===== config.mk =====
export PLATFORM = sky130hd
export DESIGN_NAME = mbx_remote_writer
export DESIGN_NICKNAME = d
export VERILOG_FILES = /design/src/rtl/mbx_pkg.sv /design/src/rtl/mbx_cmd_decode.sv /design/src/rtl/mbx_merge.sv /design/src/rtl/mbx_rmw_fsm.sv /design/src/rtl/mbx_remote_writer.sv
export SDC_FILE = /design/constraint.sdc
export NUM_CORES = 1
export LEC_CHECK = 0
export BUFFER_PORTS_ARGS = -buffer_cell sky130_fd_sc_hd__buf_2
export CAP_MARGIN = 30
export CORE_MARGIN = 5
export CORE_UTILIZATION = 42
export DETAILED_ROUTE_END_ITERATION = 8
export HOLD_SLACK_MARGIN = 0.12
export PLACE_DENSITY_LB_ADDON = 0.1
export SYNTH_ARGS = -nofsm -noshare
export SYNTH_HDL_FRONTEND = slang
export SYNTH_SLANG_ARGS = --single-unit

===== constraint.sdc =====
create_clock -name clk -period 1.8 [get_ports clk]
set_input_delay 0.18 -clock clk [delete_from_list [all_inputs] [get_ports clk]]
set_output_delay 0.18 -clock clk [all_outputs]
set_load 0.005 [all_outputs]

===== src/rtl/mbx_pkg.sv =====
package mbx_pkg;
  localparam int TGT_AW  = 16;
  localparam int WORD_W  = 32;
  localparam int NBYTES  = WORD_W / 8;
  localparam int CMD_W   = 64;

  typedef enum logic [1:0] {
    ST_IDLE    = 2'd0,
    ST_RD_REQ  = 2'd1,
    ST_RD_WAIT = 2'd2,
    ST_WR      = 2'd3
  } mbx_state_e;

  // mailbox slot: base + 0x20 + word offset picked by command bits 4:2
  function automatic logic [TGT_AW-1:0] mail_slot_addr(
      input logic [TGT_AW-1:0] base,
      input logic [CMD_W-1:0]  cmd);
    mail_slot_addr = base + 16'h0020 + (cmd[TGT_AW-1:0] & 16'h001C);
  endfunction

  // preserve bits live at 27+i for byte i
  function automatic logic [NBYTES-1:0] keep_field(input logic [CMD_W-1:0] cmd);
    keep_field = cmd[27 +: NBYTES];
  endfunction
endpackage


===== src/rtl/mbx_cmd_decode.sv =====
module mbx_cmd_decode
  import mbx_pkg::*;
#(
  parameter int                NUM_CORES = 4,
  parameter int                CORE_W    = 2,
  parameter logic [11:0]       MAIL_OFS  = 12'h048,
  parameter logic [11:0]       ANY_OFS   = 12'h158,
  parameter logic [TGT_AW-1:0] MBOX_BASE = 16'h1000
) (
  input  logic [TGT_AW-1:0] cmd_addr,
  input  logic              cmd_wide,
  input  logic [CMD_W-1:0]  cmd_data,
  output logic              hit,
  output logic              id_ok,
  output logic [CORE_W-1:0] core,
  output logic [NBYTES-1:0] keep,
  output logic [TGT_AW-1:0] tgt_addr,
  output logic [WORD_W-1:0] new_word
);
  localparam int ID_W = 10;

  logic [11:0]     ofs;
  logic            is_mail;
  logic            is_any;
  logic [ID_W-1:0] id;
  logic            unused_bits;

  assign ofs      = cmd_addr[11:0];
  assign is_mail  = cmd_wide && (ofs == MAIL_OFS);
  assign is_any   = cmd_wide && (ofs == ANY_OFS);
  assign hit      = is_mail || is_any;
  assign id       = cmd_data[16 +: ID_W];
  assign id_ok    = ({22'd0, id} < NUM_CORES);
  assign core     = id[CORE_W-1:0];
  assign keep     = keep_field(cmd_data);
  assign new_word = cmd_data[CMD_W-1 -: WORD_W];
  assign tgt_addr = is_mail ? mail_slot_addr(MBOX_BASE, cmd_data)
                            : cmd_data[TGT_AW-1:0];

  assign unused_bits = ^{cmd_addr[TGT_AW-1:12], cmd_data[26], cmd_data[31]};
endmodule


===== src/rtl/mbx_merge.sv =====
module mbx_merge
  import mbx_pkg::*;
(
  input  logic [WORD_W-1:0] old_word,
  input  logic [WORD_W-1:0] new_word,
  input  logic [NBYTES-1:0] keep,
  output logic [WORD_W-1:0] merged
);
  for (genvar b = 0; b < NBYTES; b++) begin : g_lane
    assign merged[8*b +: 8] = keep[b] ? old_word[8*b +: 8] : new_word[8*b +: 8];
  end
endmodule


===== src/rtl/mbx_rmw_fsm.sv =====
module mbx_rmw_fsm
  import mbx_pkg::*;
#(
  parameter int CORE_W = 2
) (
  input  logic              clk,
  input  logic              rst_n,
  input  logic              start,
  input  logic              bad,
  input  logic [CORE_W-1:0] in_core,
  input  logic [TGT_AW-1:0] in_addr,
  input  logic [NBYTES-1:0] in_keep,
  input  logic [WORD_W-1:0] in_word,
  input  logic              req_ready,
  input  logic              rsp_valid,
  input  logic [WORD_W-1:0] rsp_rdata,
  output logic              idle,
  output logic              err,
  output logic              req_valid,
  output logic              req_we,
  output logic [CORE_W-1:0] req_core,
  output logic [TGT_AW-1:0] req_addr,
  output logic [WORD_W-1:0] old_word,
  output logic [WORD_W-1:0] new_word,
  output logic [NBYTES-1:0] keep
);
  mbx_state_e state;

  always_ff @(posedge clk) begin
    if (!rst_n) begin
      state    <= ST_IDLE;
      err      <= 1'b0;
      req_core <= '0;
      req_addr <= '0;
      old_word <= '0;
      new_word <= '0;
      keep     <= '0;
    end else begin
      err <= 1'b0;
      unique case (state)
        ST_IDLE: begin
          if (start) begin
            req_core <= in_core;
            req_addr <= in_addr;
            new_word <= in_word;
            keep     <= in_keep;
            state    <= (|in_keep) ? ST_RD_REQ : ST_WR;
          end else if (bad) begin
            err <= 1'b1;
          end
        end
        ST_RD_REQ:  if (req_ready) state <= ST_RD_WAIT;
        ST_RD_WAIT: begin
          if (rsp_valid) begin
            old_word <= rsp_rdata;
            state    <= ST_WR;
          end
        end
        ST_WR:      if (req_ready) state <= ST_IDLE;
        default:    state <= ST_IDLE;
      endcase
    end
  end

  assign idle      = (state == ST_IDLE);
  assign req_valid = (state == ST_RD_REQ) || (state == ST_WR);
  assign req_we    = (state == ST_WR);
endmodule


===== src/rtl/mbx_remote_writer.sv =====
module mbx_remote_writer
  import mbx_pkg::*;
#(
  parameter int                NUM_CORES = 4,
  parameter logic [11:0]       MAIL_OFS  = 12'h048,
  parameter logic [11:0]       ANY_OFS   = 12'h158,
  parameter logic [TGT_AW-1:0] MBOX_BASE = 16'h1000,
  localparam int               CORE_W    = (NUM_CORES > 1) ? $clog2(NUM_CORES) : 1
) (
  input  logic              clk,
  input  logic              rst_n,
  input  logic              cmd_valid,
  output logic              cmd_ready,
  input  logic [15:0]       cmd_addr,
  input  logic              cmd_wide,
  input  logic [63:0]       cmd_data,
  output logic              err,
  output logic              req_valid,
  input  logic              req_ready,
  output logic              req_we,
  output logic [CORE_W-1:0] req_core,
  output logic [15:0]       req_addr,
  output logic [31:0]       req_wdata,
  input  logic              rsp_valid,
  input  logic [31:0]       rsp_rdata
);
  logic              dec_hit;
  logic              dec_id_ok;
  logic [CORE_W-1:0] dec_core;
  logic [NBYTES-1:0] dec_keep;
  logic [TGT_AW-1:0] dec_addr;
  logic [WORD_W-1:0] dec_word;

  // named events for the checker
  logic              cmd_take;
  logic              cmd_go;
  logic              cmd_bad;
  logic              go_keep_any;

  logic [WORD_W-1:0] old_q;
  logic [WORD_W-1:0] new_q;
  logic [NBYTES-1:0] keep_q;

  mbx_cmd_decode #(
    .NUM_CORES (NUM_CORES),
    .CORE_W    (CORE_W),
    .MAIL_OFS  (MAIL_OFS),
    .ANY_OFS   (ANY_OFS),
    .MBOX_BASE (MBOX_BASE)
  ) u_dec (
    .cmd_addr (cmd_addr),
    .cmd_wide (cmd_wide),
    .cmd_data (cmd_data),
    .hit      (dec_hit),
    .id_ok    (dec_id_ok),
    .core     (dec_core),
    .keep     (dec_keep),
    .tgt_addr (dec_addr),
    .new_word (dec_word)
  );

  assign cmd_take    = cmd_valid && cmd_ready;
  assign cmd_go      = cmd_take && dec_hit && dec_id_ok;
  assign cmd_bad     = cmd_take && dec_hit && !dec_id_ok;
  assign go_keep_any = |dec_keep;

  mbx_rmw_fsm #(.CORE_W(CORE_W)) u_fsm (
    .clk       (clk),
    .rst_n     (rst_n),
    .start     (cmd_go),
    .bad       (cmd_bad),
    .in_core   (dec_core),
    .in_addr   (dec_addr),
    .in_keep   (dec_keep),
    .in_word   (dec_word),
    .req_ready (req_ready),
    .rsp_valid (rsp_valid),
    .rsp_rdata (rsp_rdata),
    .idle      (cmd_ready),
    .err       (err),
    .req_valid (req_valid),
    .req_we    (req_we),
    .req_core  (req_core),
    .req_addr  (req_addr),
    .old_word  (old_q),
    .new_word  (new_q),
    .keep      (keep_q)
  );

  mbx_merge u_merge (
    .old_word (old_q),
    .new_word (new_q),
    .keep     (keep_q),
    .merged   (req_wdata)
  );
endmodule


==> flow_summary.yaml <==
timing:
  worstMarginPinSlew_ps: 469
  setup_viol: 0
  slew_violations: 0
  hold_viol: 0
  finalCriticalPeriod_ps: 1700
  max_freq_mhz: 588
  relSlewSlack_pct: 68.7
  rsz0062_at_grt: "false"
  fin_ws_ps: 98.7
  timing.final.crit_share_pct: 94.5
  skew_ps: 11.9
  finalSetupTns_ps: 0
drt:
  wire_per_inst_um: 14.7
  viasPerCell: 4.82
  vias: 3925
  ant_nets: 0
  wl_um: 12000
  first_iter_violations: 107
  drc: 0
  dr.pass1.iters: 4
logic_synthesis:
  syn_avg_cell_area_sq_um: 8.06
  synth-edff-count: 0
  async_flop_share_pct: 0
  synth_area_sq_mm: 0.00362
  synth_seq_area_share_pct: 49.3
  ys_ff_latch: 89
  yosysWarningCount: 0
  synth_flop_cell: "dfxtp_1"
  synth_cell_types: 26
  syn_nets: 572
  synthCells: 449
pwr:
  seq_power_share_pct: 47.3
  pwr-share-comb_pct: 22.0
  sw_frac_of_total_pct: 27.7
  pwr-share-clk_pct: 30.8
  intPower_w: 0.00321
  p_leak_nw: 2.54
  power_density_mw_per_mm2: 759
  irDropWorstVdd_v: 0.000638
  p_switching_w: 0.00123
setup_path:
  worstSetupPathType: "reg -> reg"
  end_kind: "register"
  startpoint_type: "register"
  rr_startpoint: "u_fsm.state[0]$_SDFFE_PN0P_"
  cp_data_required_time_ps: 2060
  cp.arrival_ps: 1970
  rrSetupSlack_ps: 100
  reg2reg_depth: 6
  crit_fanout: 6
  r2r_end: "u_fsm.state[0]$_SDFFE_PN0P_"
die:
  fp-row-count: 33
  io_pins: 172
  fp.dieArea_sq_mm: 0.0106
  chipHeight_um: 103
  start_util_pct: 43.6
  core_area_sq_mm: 0.00830
  dieWidth_um: 103
worst_hold_path:
  hold_class: "in -> reg"
  min_from: "req_ready"
  worstHoldPathCells: 4
  whs_endpoint: "u_fsm.state[0]$_SDFFE_PN0P_"
place:
  hpwlAfterDp_um: 7310
  io_buffers: 165
  dp_slack_ps: -45.3
  gp_congestion: 0.807
layout:
  drive_gt1_share_pct: 34.0
  layout_common_cells: "nand2_1, buf_2, dlygate4sd3_1, dfxtp_1, a21oi_1"
  fillers: 663
  area_growth_pct: 61.4
  layout_commonest_cell: "nand2_1"
  diodes: 0
  fin_nets: 827
global_routing:
  overflow: 0
  grt_pass1_vias: 4002
  grt_max_degree: 59
  grt_usage_pct: 22.1
  grt_pass1_wl_um: 18500
  antenna_found_initial: 0
clock_tree:
  insertion_delay_ps: 350
  cts_tree: "done"
  clockBufferDepth: 2
  htree_num_levels: 3
  root_buffer: "clkbuf_8"
  cts_buffers: 9
  clk_pin_slew_ps: 90
  clock_sinks: 89
job:
  cap_violations: 0
run_status:
  outcome: "finished clean"
-- metal layers --
metal | GRT usage (%) | up-vias | wire, um
li1 | - | 1986 | -
met1 | 25.8 | 1798 | 4960
met2 | 40.1 | 118 | 6040
met3 | 4.06 | 23 | 707
met4 | 8.47 | 0 | 248
met5 | 0 | - | 0
-- cells in the mapped netlist, types with 2 or more instances --
cell      count  area (sq um)
clkbuf_1     29           109
nand3_1       2          10.0
nand2_1     170           638
nor2_1        5          18.8
o21ai_0       2          10.0
inv_1         6          22.5
a21oi_1      86           430
dfxtp_1      89          1780
nor3_1        2          10.0
mux2_2       33           372
a211oi_1      2          15.0
buf_2         2          10.0
nor4_1        4          25.0
ha_1          5          62.6
-- worst max path at each step --
stage,startpoint,to,slack [ps]
final,u_fsm.state[0]$_SDFFE_PN0P_,u_fsm.state[0]$_SDFFE_PN0P_,100
after global routing,u_fsm.state[0]$_SDFFE_PN0P_,u_fsm.state[0]$_SDFFE_PN0P_,20
after CTS,cmd_addr[5],u_fsm.state[0]$_SDFFE_PN0P_,40
after detailed placement,cmd_data[25],u_fsm.state[0]$_SDFFE_PN0P_,-50
after global placement,cmd_addr[1],u_fsm.state[0]$_SDFFE_PN0P_,-40
after floorplan,u_fsm.state[0]$_SDFFE_PN0P_,u_fsm.state[0]$_SDFFE_PN0P_,4
-- timing repair --
action | CTS | global route
resized for setup | 1 | 6
hold buffers | 91 | 0
setup endpoints to repair | 1 | 50
gates cloned | 0 | 2
pin swaps | 0 | 3
buffers inserted | 0 | 1
endpoints found under the hold margin | 87 | 0
-- kinds of logic after synthesis --
logic type                 Yosys count  synth area share [%]
muxes                               34                  10.6
adders and majority gates            5                  1.73
xor gates and xnor gates             1                 0.242
DFF                                 89                  49.3
AOI/OAI and AO/OA                   93                  13.4
and+or+nand+nor                    189                  20.8
buffers and inverters               38                  4.01
-- power by group through the flow --
| stage | Sequential, W | Clock, W | Combinational (W) |
|---|---|---|---|
| global placement | 0.00214 | 0 | 0.000784 |
| finish | 0.00210 | 0.00136 | 0.000974 |
| floorplan | 0.00213 | 0 | 0.000430 |
| global route | 0.00210 | 0.00148 | 0.00107 |
| detailed placement | 0.00214 | 0 | 0.000802 |
| CTS | 0.00209 | 0.00140 | 0.000957 |
-- layout make-up --
cell class	count	area, sq um	share of cell area, %
Timing Repair Buffer	275	1980	33.9
Sequential cell	89	1780	30.5
Multi-Input combinational cell	322	1730	29.6
Tap cell	105	131	2.25
Clock buffer	10	128	2.19
Clock inverter	6	66.3	1.14
Inverter	7	26.3	0.450
-- flip-flops by register name, summed over array words and instances (netlist names) --
name and cells:
u_fsm.err 1, u_fsm.req_core 2, u_fsm.keep 4, u_fsm.new_word 32, u_fsm.state 2, u_fsm.old_word 32
u_fsm.req_addr 16
-- worst max-delay path, stage by stage, from the launching register on --
cell,delay [ps]
dfxtp_1,340
inv_1,80
ha_2,190
nand3_1,110
or3_4,430
a21o_1,230
a221oi_2,260
-- per-stage QoR --
stage          total power, W  hold slack, ps  cell area [sq um]  std cells  utilization [%]
6_report              0.00443             230               5840        814             70.4
2_1_floorplan         0.00256             298               3620        449                -
4_1_cts               0.00445             214               5750        812             69.2
3_3_place_gp          0.00292             417               4640        705             55.9
5_1_grt               0.00465             229               5840        814             70.4
3_5_place_dp          0.00294             424               4640        705             55.9
(Power assumes the default switching activity.)
